$ cat src/rtl/mbx_pkg.sv
package mbx_pkg;

  localparam int unsigned NUM_PORTS = 2;
  localparam int unsigned NUM_FLAGS = 2;

  typedef enum logic {
    RD_SRC_RAM  = 1'b0,
    RD_SRC_FLAG = 1'b1
  } rd_src_e;

  // Region of the window: MSB high selects the flag region.
  function automatic logic in_flag_region(input logic addr_msb);
    return addr_msb;
  endfunction

  // A flag write sets on any non-zero data, clears on zero.
  function automatic logic data_sets_flag(input logic [63:0] wdata_ext);
    return |wdata_ext;
  endfunction

endpackage

$ cat src/rtl/mbx_port_dec.sv
module mbx_port_dec
  import mbx_pkg::*;
#(
  parameter int unsigned DW     = 32,
  parameter int unsigned RAM_AW = 4
) (
  input  logic                 acc_en,
  input  logic                 acc_we,
  input  logic [RAM_AW:0]      acc_addr,
  input  logic [DW-1:0]        acc_wdata,
  output logic                 ram_rd,
  output logic                 ram_wr,
  output logic [RAM_AW-1:0]    ram_addr,
  output logic                 flag_rd,
  output logic                 flag_idx,
  output logic [NUM_FLAGS-1:0] flag_set,
  output logic [NUM_FLAGS-1:0] flag_clr
);

  localparam int unsigned AW = RAM_AW + 1;

  logic hit_flag;
  logic wr_nonzero;
  logic flag_wr;

  assign hit_flag   = in_flag_region(acc_addr[AW-1]);
  assign wr_nonzero = data_sets_flag(64'(acc_wdata));
  assign flag_idx   = acc_addr[0];
  assign ram_addr   = acc_addr[RAM_AW-1:0];

  assign ram_rd  = acc_en & ~acc_we & ~hit_flag;
  assign ram_wr  = acc_en &  acc_we & ~hit_flag;
  assign flag_rd = acc_en & ~acc_we &  hit_flag;
  assign flag_wr = acc_en &  acc_we &  hit_flag;

  for (genvar f = 0; f < NUM_FLAGS; f++) begin : g_fsel
    logic picked;
    assign picked      = flag_wr & (flag_idx == 1'(f));
    assign flag_set[f] = picked &  wr_nonzero;
    assign flag_clr[f] = picked & ~wr_nonzero;
  end

endmodule

$ cat src/rtl/mbx_dpram.sv
module mbx_dpram #(
  parameter int unsigned DW     = 32,
  parameter int unsigned RAM_AW = 4
) (
  input  logic              clk,
  input  logic              rst_n,
  input  logic              a_rd,
  input  logic              a_wr,
  input  logic [RAM_AW-1:0] a_addr,
  input  logic [DW-1:0]     a_wdata,
  output logic [DW-1:0]     a_q,
  input  logic              b_rd,
  input  logic              b_wr,
  input  logic [RAM_AW-1:0] b_addr,
  input  logic [DW-1:0]     b_wdata,
  output logic [DW-1:0]     b_q
);

  localparam int unsigned DEPTH = 1 << RAM_AW;

  logic [DW-1:0] mem [DEPTH];
  logic          collide;
  logic          b_wr_eff;

  // Port A owns a word both ports write in one cycle.
  assign collide  = a_wr & b_wr & (a_addr == b_addr);
  assign b_wr_eff = b_wr & ~collide;

  always_ff @(posedge clk) begin
    if (b_wr_eff) mem[b_addr] <= b_wdata;
    if (a_wr)     mem[a_addr] <= a_wdata;
  end

  // Read-first: nonblocking read takes the pre-write contents.
  always_ff @(posedge clk or negedge rst_n) begin
    if (!rst_n) begin
      a_q <= '0;
      b_q <= '0;
    end else begin
      if (a_rd) a_q <= mem[a_addr];
      if (b_rd) b_q <= mem[b_addr];
    end
  end

  p_port_a_wins_r4: assert property (@(posedge clk) disable iff (!rst_n)
    collide |=> mem[$past(a_addr)] == $past(a_wdata));

  p_b_store_r1: assert property (@(posedge clk) disable iff (!rst_n)
    b_wr_eff |=> mem[$past(b_addr)] == $past(b_wdata));

endmodule

$ cat src/rtl/mbx_flag_cell.sv
module mbx_flag_cell #(
  parameter int unsigned NSRC = 2
) (
  input  logic            clk,
  input  logic            rst_n,
  input  logic [NSRC-1:0] set_req,
  input  logic [NSRC-1:0] clr_req,
  output logic            state
);

  logic any_set;
  logic any_clr;

  assign any_set = |set_req;
  assign any_clr = |clr_req;

  // Sticky, non-counting; a set beats a clear in the same cycle.
  always_ff @(posedge clk or negedge rst_n) begin
    if (!rst_n)       state <= 1'b0;
    else if (any_set) state <= 1'b1;
    else if (any_clr) state <= 1'b0;
  end

  p_set_wins_r8: assert property (@(posedge clk) disable iff (!rst_n)
    any_set |=> state);

  p_clear_r6: assert property (@(posedge clk) disable iff (!rst_n)
    (any_clr && !any_set) |=> !state);

  p_hold_r11: assert property (@(posedge clk) disable iff (!rst_n)
    (!any_set && !any_clr) |=> $stable(state));

endmodule

$ cat src/rtl/shared_mailbox.sv
module shared_mailbox
  import mbx_pkg::*;
#(
  parameter int unsigned DW     = 32,
  parameter int unsigned RAM_AW = 4
) (
  input  logic              clk,
  input  logic              rst_n,
  input  logic              a_en,
  input  logic              a_we,
  input  logic [RAM_AW:0]   a_addr,
  input  logic [DW-1:0]     a_wdata,
  output logic [DW-1:0]     a_rdata,
  output logic              a_wait,
  input  logic              b_en,
  input  logic              b_we,
  input  logic [RAM_AW:0]   b_addr,
  input  logic [DW-1:0]     b_wdata,
  output logic [DW-1:0]     b_rdata,
  output logic              b_wait
);

  localparam int unsigned AW = RAM_AW + 1;

  logic                 p_en    [NUM_PORTS];
  logic                 p_we    [NUM_PORTS];
  logic [AW-1:0]        p_addr  [NUM_PORTS];
  logic [DW-1:0]        p_wdata [NUM_PORTS];
  logic [DW-1:0]        p_rdata [NUM_PORTS];

  logic                 ram_rd   [NUM_PORTS];
  logic                 ram_wr   [NUM_PORTS];
  logic [RAM_AW-1:0]    ram_addr [NUM_PORTS];
  logic [DW-1:0]        ram_q    [NUM_PORTS];
  logic                 flag_rd  [NUM_PORTS];
  logic                 flag_idx [NUM_PORTS];
  logic [NUM_FLAGS-1:0] set_mat  [NUM_PORTS];
  logic [NUM_FLAGS-1:0] clr_mat  [NUM_PORTS];
  logic [NUM_FLAGS-1:0] flag_state;

  assign p_en[0]    = a_en;
  assign p_we[0]    = a_we;
  assign p_addr[0]  = a_addr;
  assign p_wdata[0] = a_wdata;
  assign p_en[1]    = b_en;
  assign p_we[1]    = b_we;
  assign p_addr[1]  = b_addr;
  assign p_wdata[1] = b_wdata;
  assign a_rdata    = p_rdata[0];
  assign b_rdata    = p_rdata[1];

  for (genvar p = 0; p < NUM_PORTS; p++) begin : g_port
    rd_src_e src_q;
    logic    fbit_q;

    mbx_port_dec #(.DW(DW), .RAM_AW(RAM_AW)) i_dec (
      .acc_en   (p_en[p]),
      .acc_we   (p_we[p]),
      .acc_addr (p_addr[p]),
      .acc_wdata(p_wdata[p]),
      .ram_rd   (ram_rd[p]),
      .ram_wr   (ram_wr[p]),
      .ram_addr (ram_addr[p]),
      .flag_rd  (flag_rd[p]),
      .flag_idx (flag_idx[p]),
      .flag_set (set_mat[p]),
      .flag_clr (clr_mat[p])
    );

    // Remember which source the last read came from; hold otherwise.
    always_ff @(posedge clk or negedge rst_n) begin
      if (!rst_n) begin
        src_q  <= RD_SRC_RAM;
        fbit_q <= 1'b0;
      end else if (flag_rd[p]) begin
        src_q  <= RD_SRC_FLAG;
        fbit_q <= flag_state[flag_idx[p]];
      end else if (ram_rd[p]) begin
        src_q  <= RD_SRC_RAM;
      end
    end

    assign p_rdata[p] = (src_q == RD_SRC_FLAG) ? DW'(fbit_q) : ram_q[p];
  end

  mbx_dpram #(.DW(DW), .RAM_AW(RAM_AW)) i_ram (
    .clk    (clk),
    .rst_n  (rst_n),
    .a_rd   (ram_rd[0]),
    .a_wr   (ram_wr[0]),
    .a_addr (ram_addr[0]),
    .a_wdata(p_wdata[0]),
    .a_q    (ram_q[0]),
    .b_rd   (ram_rd[1]),
    .b_wr   (ram_wr[1]),
    .b_addr (ram_addr[1]),
    .b_wdata(p_wdata[1]),
    .b_q    (ram_q[1])
  );

  for (genvar f = 0; f < NUM_FLAGS; f++) begin : g_flag
    logic [NUM_PORTS-1:0] set_v;
    logic [NUM_PORTS-1:0] clr_v;
    for (genvar p = 0; p < NUM_PORTS; p++) begin : g_src
      assign set_v[p] = set_mat[p][f];
      assign clr_v[p] = clr_mat[p][f];
    end
    mbx_flag_cell #(.NSRC(NUM_PORTS)) i_cell (
      .clk    (clk),
      .rst_n  (rst_n),
      .set_req(set_v),
      .clr_req(clr_v),
      .state  (flag_state[f])
    );
  end

  // Flag 0 wakes port B, flag 1 wakes port A.
  assign b_wait = ~flag_state[0];
  assign a_wait = ~flag_state[1];

  p_wake_b_r9: assert property (@(posedge clk) disable iff (!rst_n)
    (a_en && a_we && a_addr[AW-1] && !a_addr[0] && (a_wdata != '0)) |=> !b_wait);

  p_wake_a_r9: assert property (@(posedge clk) disable iff (!rst_n)
    (b_en && b_we && b_addr[AW-1] && b_addr[0] && (b_wdata != '0)) |=> !a_wait);

  p_flag_read_width_r6: assert property (@(posedge clk) disable iff (!rst_n)
    (a_en && !a_we && a_addr[AW-1]) |=> (a_rdata >> 1) == '0);

  p_rdata_hold_r2: assert property (@(posedge clk) disable iff (!rst_n)
    !(b_en && !b_we) |=> $stable(b_rdata));

endmodule

$ cat config.mk
export PLATFORM = sky130hd
export DESIGN_NAME = shared_mailbox
export DESIGN_NICKNAME = d
export VERILOG_FILES = /design/src/rtl/mbx_pkg.sv /design/src/rtl/mbx_port_dec.sv /design/src/rtl/mbx_dpram.sv /design/src/rtl/mbx_flag_cell.sv /design/src/rtl/shared_mailbox.sv
export SDC_FILE = /design/constraint.sdc
export NUM_CORES = 1
export LEC_CHECK = 0
export ABC_CLOCK_PERIOD_IN_PS = 1700
export BUFFER_PORTS_ARGS = -buffer_cell sky130_fd_sc_hd__buf_2
export CAP_MARGIN = 0
export CORE_MARGIN = 10
export CORE_UTILIZATION = 63
export CTS_CLUSTER_DIAMETER = 100
export DETAILED_ROUTE_END_ITERATION = 12
export GPL_TIMING_DRIVEN = 0
export PLACE_DENSITY = 0.84
export REMOVE_ABC_BUFFERS = 1
export SETUP_SLACK_MARGIN = 0.4
export SLEW_MARGIN = 20
export SYNTH_ARGS = -nofsm -noshare
export SYNTH_HDL_FRONTEND = slang
export SYNTH_HIERARCHICAL = 1
export SYNTH_SLANG_ARGS = --single-unit
$ cat constraint.sdc
create_clock -name clk -period 1.7 [get_ports clk]
set_input_delay 0.17 -clock clk [delete_from_list [all_inputs] [get_ports clk]]
set_output_delay 0.17 -clock clk [all_outputs]
set_load 0.02 [all_outputs]
==> results of run 1 <==
## cells by family after synthesis
group                  Yosys count
AND/OR/NAND/NOR                359
buffers and inverters          268
AO/OA/AOI/OAI                  312
XOR/XNOR                         3
multiplexers                   964
flip-flops                     582
## metal layers
layer / track usage (%) / overflow
met1: 74.34 / 0
met4: 75.68 / 7
met2: 87.42 / 12
met3: 77.32 / 0
met5: 62.45 / 0
## stage by stage
stage	utilization, %	hold slack (ps)	TNS (ps)	instances
global placement	64.15	518.3	-8209510	3057
CTS	80.40	-40.87	-9333	3480
detailed placement	68.43	157.3	-1718760	3143
floorplan	-	-125.6	-1231500	2224
## repair_timing
| action | 4_1_cts |
|---|---|
| setup buffers | 168 |
| hold endpoints to repair | 85 |
| pin swaps | 54 |
| cloned | 51 |
| hold buffers | 7 |
| resized for setup | 261 |
| endpoints found under the setup margin | 1156 |
==> results.yml, run 1 <==
sta:
  worst_endpoint: "i_ram/mem[14][31]$_DFFE_PP_/DE"
  worstEpCategory: "register data pin"
yosys:
  synth-compound-area-share_pct: 6.168
  synth_ff_type: "edfxtp_1"
  ys_seq_elements: 582
  synth_top_family_by_area: "multiplexers"
  synth_edf_count: 512
  ys_top_cells_by_count: "512 x edfxtp_1, 498 x mux2_2, 386 x mux2i_1"
  synth_cell_types: 53
  synthAdderAreaFrac_pct: 0
  synth-warning-count: 6
  synth-simple-area-share_pct: 5.524
  synth_mux_area_share_pct: 33.00
  synth_area_leaders: "edfxtp_1 46%, mux2_2 17%, mux2i_1 11%, dfrtp_1 5.2%, mux4_2 4.3%"
  yosysSeqAreaShare_pct: 50.95
  synthXorXnorAreaFrac_pct: 0.07817
  synth-async-reset-ratio_pct: 12.03
  netlist_instances: 2488
  synth_top_area_share_pct: 45.74
  post-synth-top-count-cell: "edfxtp_1"
  syn_area_per_cell_sq_um: 13.51
  yosys.area.top_type: "edfxtp_1"
  synth_area_sq_mm: 0.03361
clocking:
  htree_levels: 2
  clock_path_buffers: 3
  cts_root_buf: "clkbuf_16"
  clock-sinks: 582
  cts_made_buffers: 59
floorplan:
  ios: 146
  fp.dieW_um: 251.0
  die_h_um: 251.0
  rows: 84
  start_util_pct: 63.84
placement:
  placed_cell_area_sq_mm: 0.03603
  hpwl_mm: 70.26
  port-buffer-count: 145
  gp_congestion: 0.8533
  place_ws_ps: -2090
outcome:
  stop_error: "[ERROR GRT-0232] Routing congestion too high. Check the congestion heatmap in the GUI."
  outcome: "stopped before the end"
  lastStage: "5_1_grt"
global_route:
  grt.total_usage_pct: 78.63
  antenna_found_initial: 24
  gr-total-overflow: 19
  grt_start_max_net_pins: 64
==> run 2, diff against run 1 <==
--- a/config.mk
+++ b/config.mk
@@ -9,13 +9,11 @@
 export BUFFER_PORTS_ARGS = -buffer_cell sky130_fd_sc_hd__buf_2
 export CAP_MARGIN = 0
 export CORE_MARGIN = 10
-export CORE_UTILIZATION = 63
-export CTS_CLUSTER_DIAMETER = 100
+export CORE_UTILIZATION = 40
 export DETAILED_ROUTE_END_ITERATION = 12
 export GPL_TIMING_DRIVEN = 0
-export PLACE_DENSITY = 0.84
+export PLACE_DENSITY_LB_ADDON = 0.15
 export REMOVE_ABC_BUFFERS = 1
-export SETUP_SLACK_MARGIN = 0.4
 export SLEW_MARGIN = 20
 export SYNTH_ARGS = -nofsm -noshare
 export SYNTH_HDL_FRONTEND = slang
==> run 2 against run 1 <==
Against the previous run:
- the flow now finishes, with violations (hold timing, setup timing)
- synthesized area is the same
- synthesized cell count is the same
==> results.yml, run 2 <==
sta:
  fin_tns_setup_ps: -10390
  period_share_pct: 112.3
  setup_viol: 67
  setup_slack_ps: -209.6
  fin_crit_ps: 1910
  maxSlewHeadroom_pct: 35.58
  skew_ps: 28.33
  finalHoldWorstSlack_ps: -5.111
  worst_slew_pin_slew_ps: 966.2
  rsz0062_at_grt: "true"
  final_max_slew_viol_count: 0
  final_hold_viol_count: 1
  fmax_mhz: 523.7
yosys:
  ys_top_cells_by_count: "512 x edfxtp_1, 498 x mux2_2, 386 x mux2i_1"
  synth_area_leaders: "edfxtp_1 46%, mux2_2 17%, mux2i_1 11%, dfrtp_1 5.2%, mux4_2 4.3%"
  synth_cell_types: 53
  synth_ff_type: "edfxtp_1"
  ys_seq_elements: 582
  post-synth-top-count-cell: "edfxtp_1"
  yosysSeqAreaShare_pct: 50.95
  synth_edf_count: 512
  synth-async-reset-ratio_pct: 12.03
  synth_top_area_share_pct: 45.74
  yosys.area.top_type: "edfxtp_1"
  syn_area_per_cell_sq_um: 13.51
  synth_area_sq_mm: 0.03361
  synth-warning-count: 6
  netlist_instances: 2488
flow_run:
  cap_violations: 0
worst_setup_path:
  slowest_stage: "dfrtp_4"
  worstPathBufferInverterCount: 2
  cp-end-kind: "output pin"
  cp_top_family: "flip-flops"
  timing.rr.end: "i_ram/a_q[16]"
  crit_fanout: 11
  cp.required_ps: 1530
  reg2regPathDepth: 4
  r2r_slack_ps: 240
  crit_chain: "buf_12 -> nor2b_2 -> buf_4"
  arrival_ps: 1740
  regToRegStartpoint: "i_ram/mem[6][16]"
  max_stage_delay_ps: 550
  start_kind: "register"
  critPathKind: "register to output pin"
global_route:
  gr-total-overflow: 0
  grt_pass1_vias: 24490
  grt.total_usage_pct: 26.17
  antenna_found_initial: 7
  grt_start_max_net_pins: 64
  grt_pass1_wl_mm: 180.1
floorplan:
  die_h_um: 309.9
  ios: 146
  rows: 106
  fp.dieW_um: 309.9
  dieArea_sq_mm: 0.09603
  start_util_pct: 40.29
  coreArea_sq_mm: 0.08342
placement:
  dp.cells: 3547
  hpwl_mm: 78.55
  gp_congestion: 0.8236
  port-buffer-count: 145
clocking:
  clock-sinks: 582
  cts_tree: "done"
  clock_path_buffers: 3
  cts_root_buf: "clkbuf_16"
  cts_made_buffers: 69
  htree_levels: 3
  clk_pin_slew_ps: 70
  clock_latency_ps: 630
drt:
  routed_wl_mm: 129.5
  via_count: 24260
  drcViolationCount: 0
  wire_per_inst_um: 34.11
  first_pass_iters: 5
  vias_per_cell: 6.393
  ant_nets: 0
  first_iter_violations: 2462
final_layout:
  reg_top3: "i_ram/mem (512), i_ram/a_q (32), i_ram/b_q (32)"
  finish.utilization_pct: 49.40
  layout_commonest_cell: "edfxtp_1"
  mostFrequentLayoutCells: "512 x edfxtp_1, 496 x mux2_2, 386 x mux2i_1"
  fillCellCount: 7009
  nets: 2738
  drive_gt1_share_pct: 41.10
  regMostFlops: "i_ram/mem"
  syn2layout_area_growth_pct: 22.59
  instances_no_fill: 3795
  largest_reg_flops: 512
pwr:
  power_density_mw_per_mm2: 896.6
  peakVddDrop_v: 0.0006639
  leakage_nw: 15.04
min_path:
  min_path_cells: 3
  min_path_type: "input pin to register"
  min_from: "a_addr[2]"
  whs_endpoint: "i_ram/a_q[6]"
outcome:
  violations: "hold timing, setup timing"
  outcome: "finished with violations"
run 2: cell counts after synthesis:
Identical to the previous run, type by type.
run 2: routing by layer:
| metal | vias to the layer above | global-route usage (%) | share of wire [%] |
|---|---|---|---|
| li1 | 10100 | - | - |
| met1 | 12590 | 34.32 | 41 |
| met2 | 1271 | 41.67 | 46 |
| met3 | 293 | 5.614 | 8.5 |
| met4 | 6 | 10.90 | 4.5 |
| met5 | - | 0 | 0.035 |
run 2: worst max-delay path by stage:
stage / cells after the start / endpoint / slack (ps) / startpoint
after floorplan: 3 / i_ram/mem[1][0] / -2540 / a_addr[0]
after global placement: 4 / i_ram/mem[1][14] / -17720 / a_addr[1]
after detailed placement: 9 / i_ram/mem[7][20] / -1850 / a_addr[1]
after CTS: 3 / a_rdata[4] / -170 / g_port[0].src_q
after global routing: 3 / b_rdata[20] / -220 / g_port[1].src_q
final: 3 / a_rdata[20] / -210 / g_port[0].src_q
run 2: metrics by stage:
stage          power (W)  hold WS, ps  setup slack, ps  area (sq um)
2_1_floorplan    0.01905       -125.6            -2537         32190
3_3_place_gp     0.02144        521.0           -17720         34270
3_5_place_dp     0.02150        96.77            -1849         36740
4_1_cts          0.03676        11.95           -172.5         40590
5_1_grt          0.03807       0.8477           -218.8         41200
6_report         0.03695       -5.111           -209.6         41210
run 2: layout make-up:
class                   instances  area (sq um)  share of cell area, %
repair buffers                361          4877                  11.84
flip-flops and latches        582         17130                  41.58
clock inverters                27         252.7                 0.6133
multi-input cells            1640         15620                  37.91
inverters                       4         15.01                0.03644
well taps                    1080          1351                  3.279
diodes                          2         5.005                0.01215
clock buffers                  99          1949                  4.731
run 2: logic make-up (layout without fill, tap and decap cells):
logic type | after synthesis | in the layout | synth area share [%]
buf+inv | 268 | 491 | 4.280
simple gates | 359 | 361 | 5.524
xor+xnor | 3 | 3 | 0.07818
other cells | 0 | 2 | 0
flops | 582 | 582 | 50.95
compound gates | 312 | 312 | 6.168
mux | 964 | 964 | 33.00
run 2: worst min-delay path, cell delays in order:
cell	delay, ps
buf_12	190
nand3_1	110
a31oi_1	80
run 2: where the power goes:
| part | total, W | leakage, nW | internal [W] | switching, W |
|---|---|---|---|---|
| sequential | 0.0164 | 5.38 | 0.0161 | 0.000325 |
| combinational | 0.00581 | 8.57 | 0.00255 | 0.00326 |
| clock | 0.0148 | 1.09 | 0.00860 | 0.00615 |
| total | 0.0369 | 15.0 | 0.0272 | 0.00974 |
run 2: repair_timing:
item / 4_1_cts / 5_1_grt
gates resized for setup: 93 / 93
setup buffers: 80 / 17
setup endpoints to repair: 1152 / 586
hold buffers: 5 / 0
pin swaps: 29 / 7
hold endpoints to repair: 73 / 0
cloned: 13 / 4
Power figures use the tool's default switching activity.
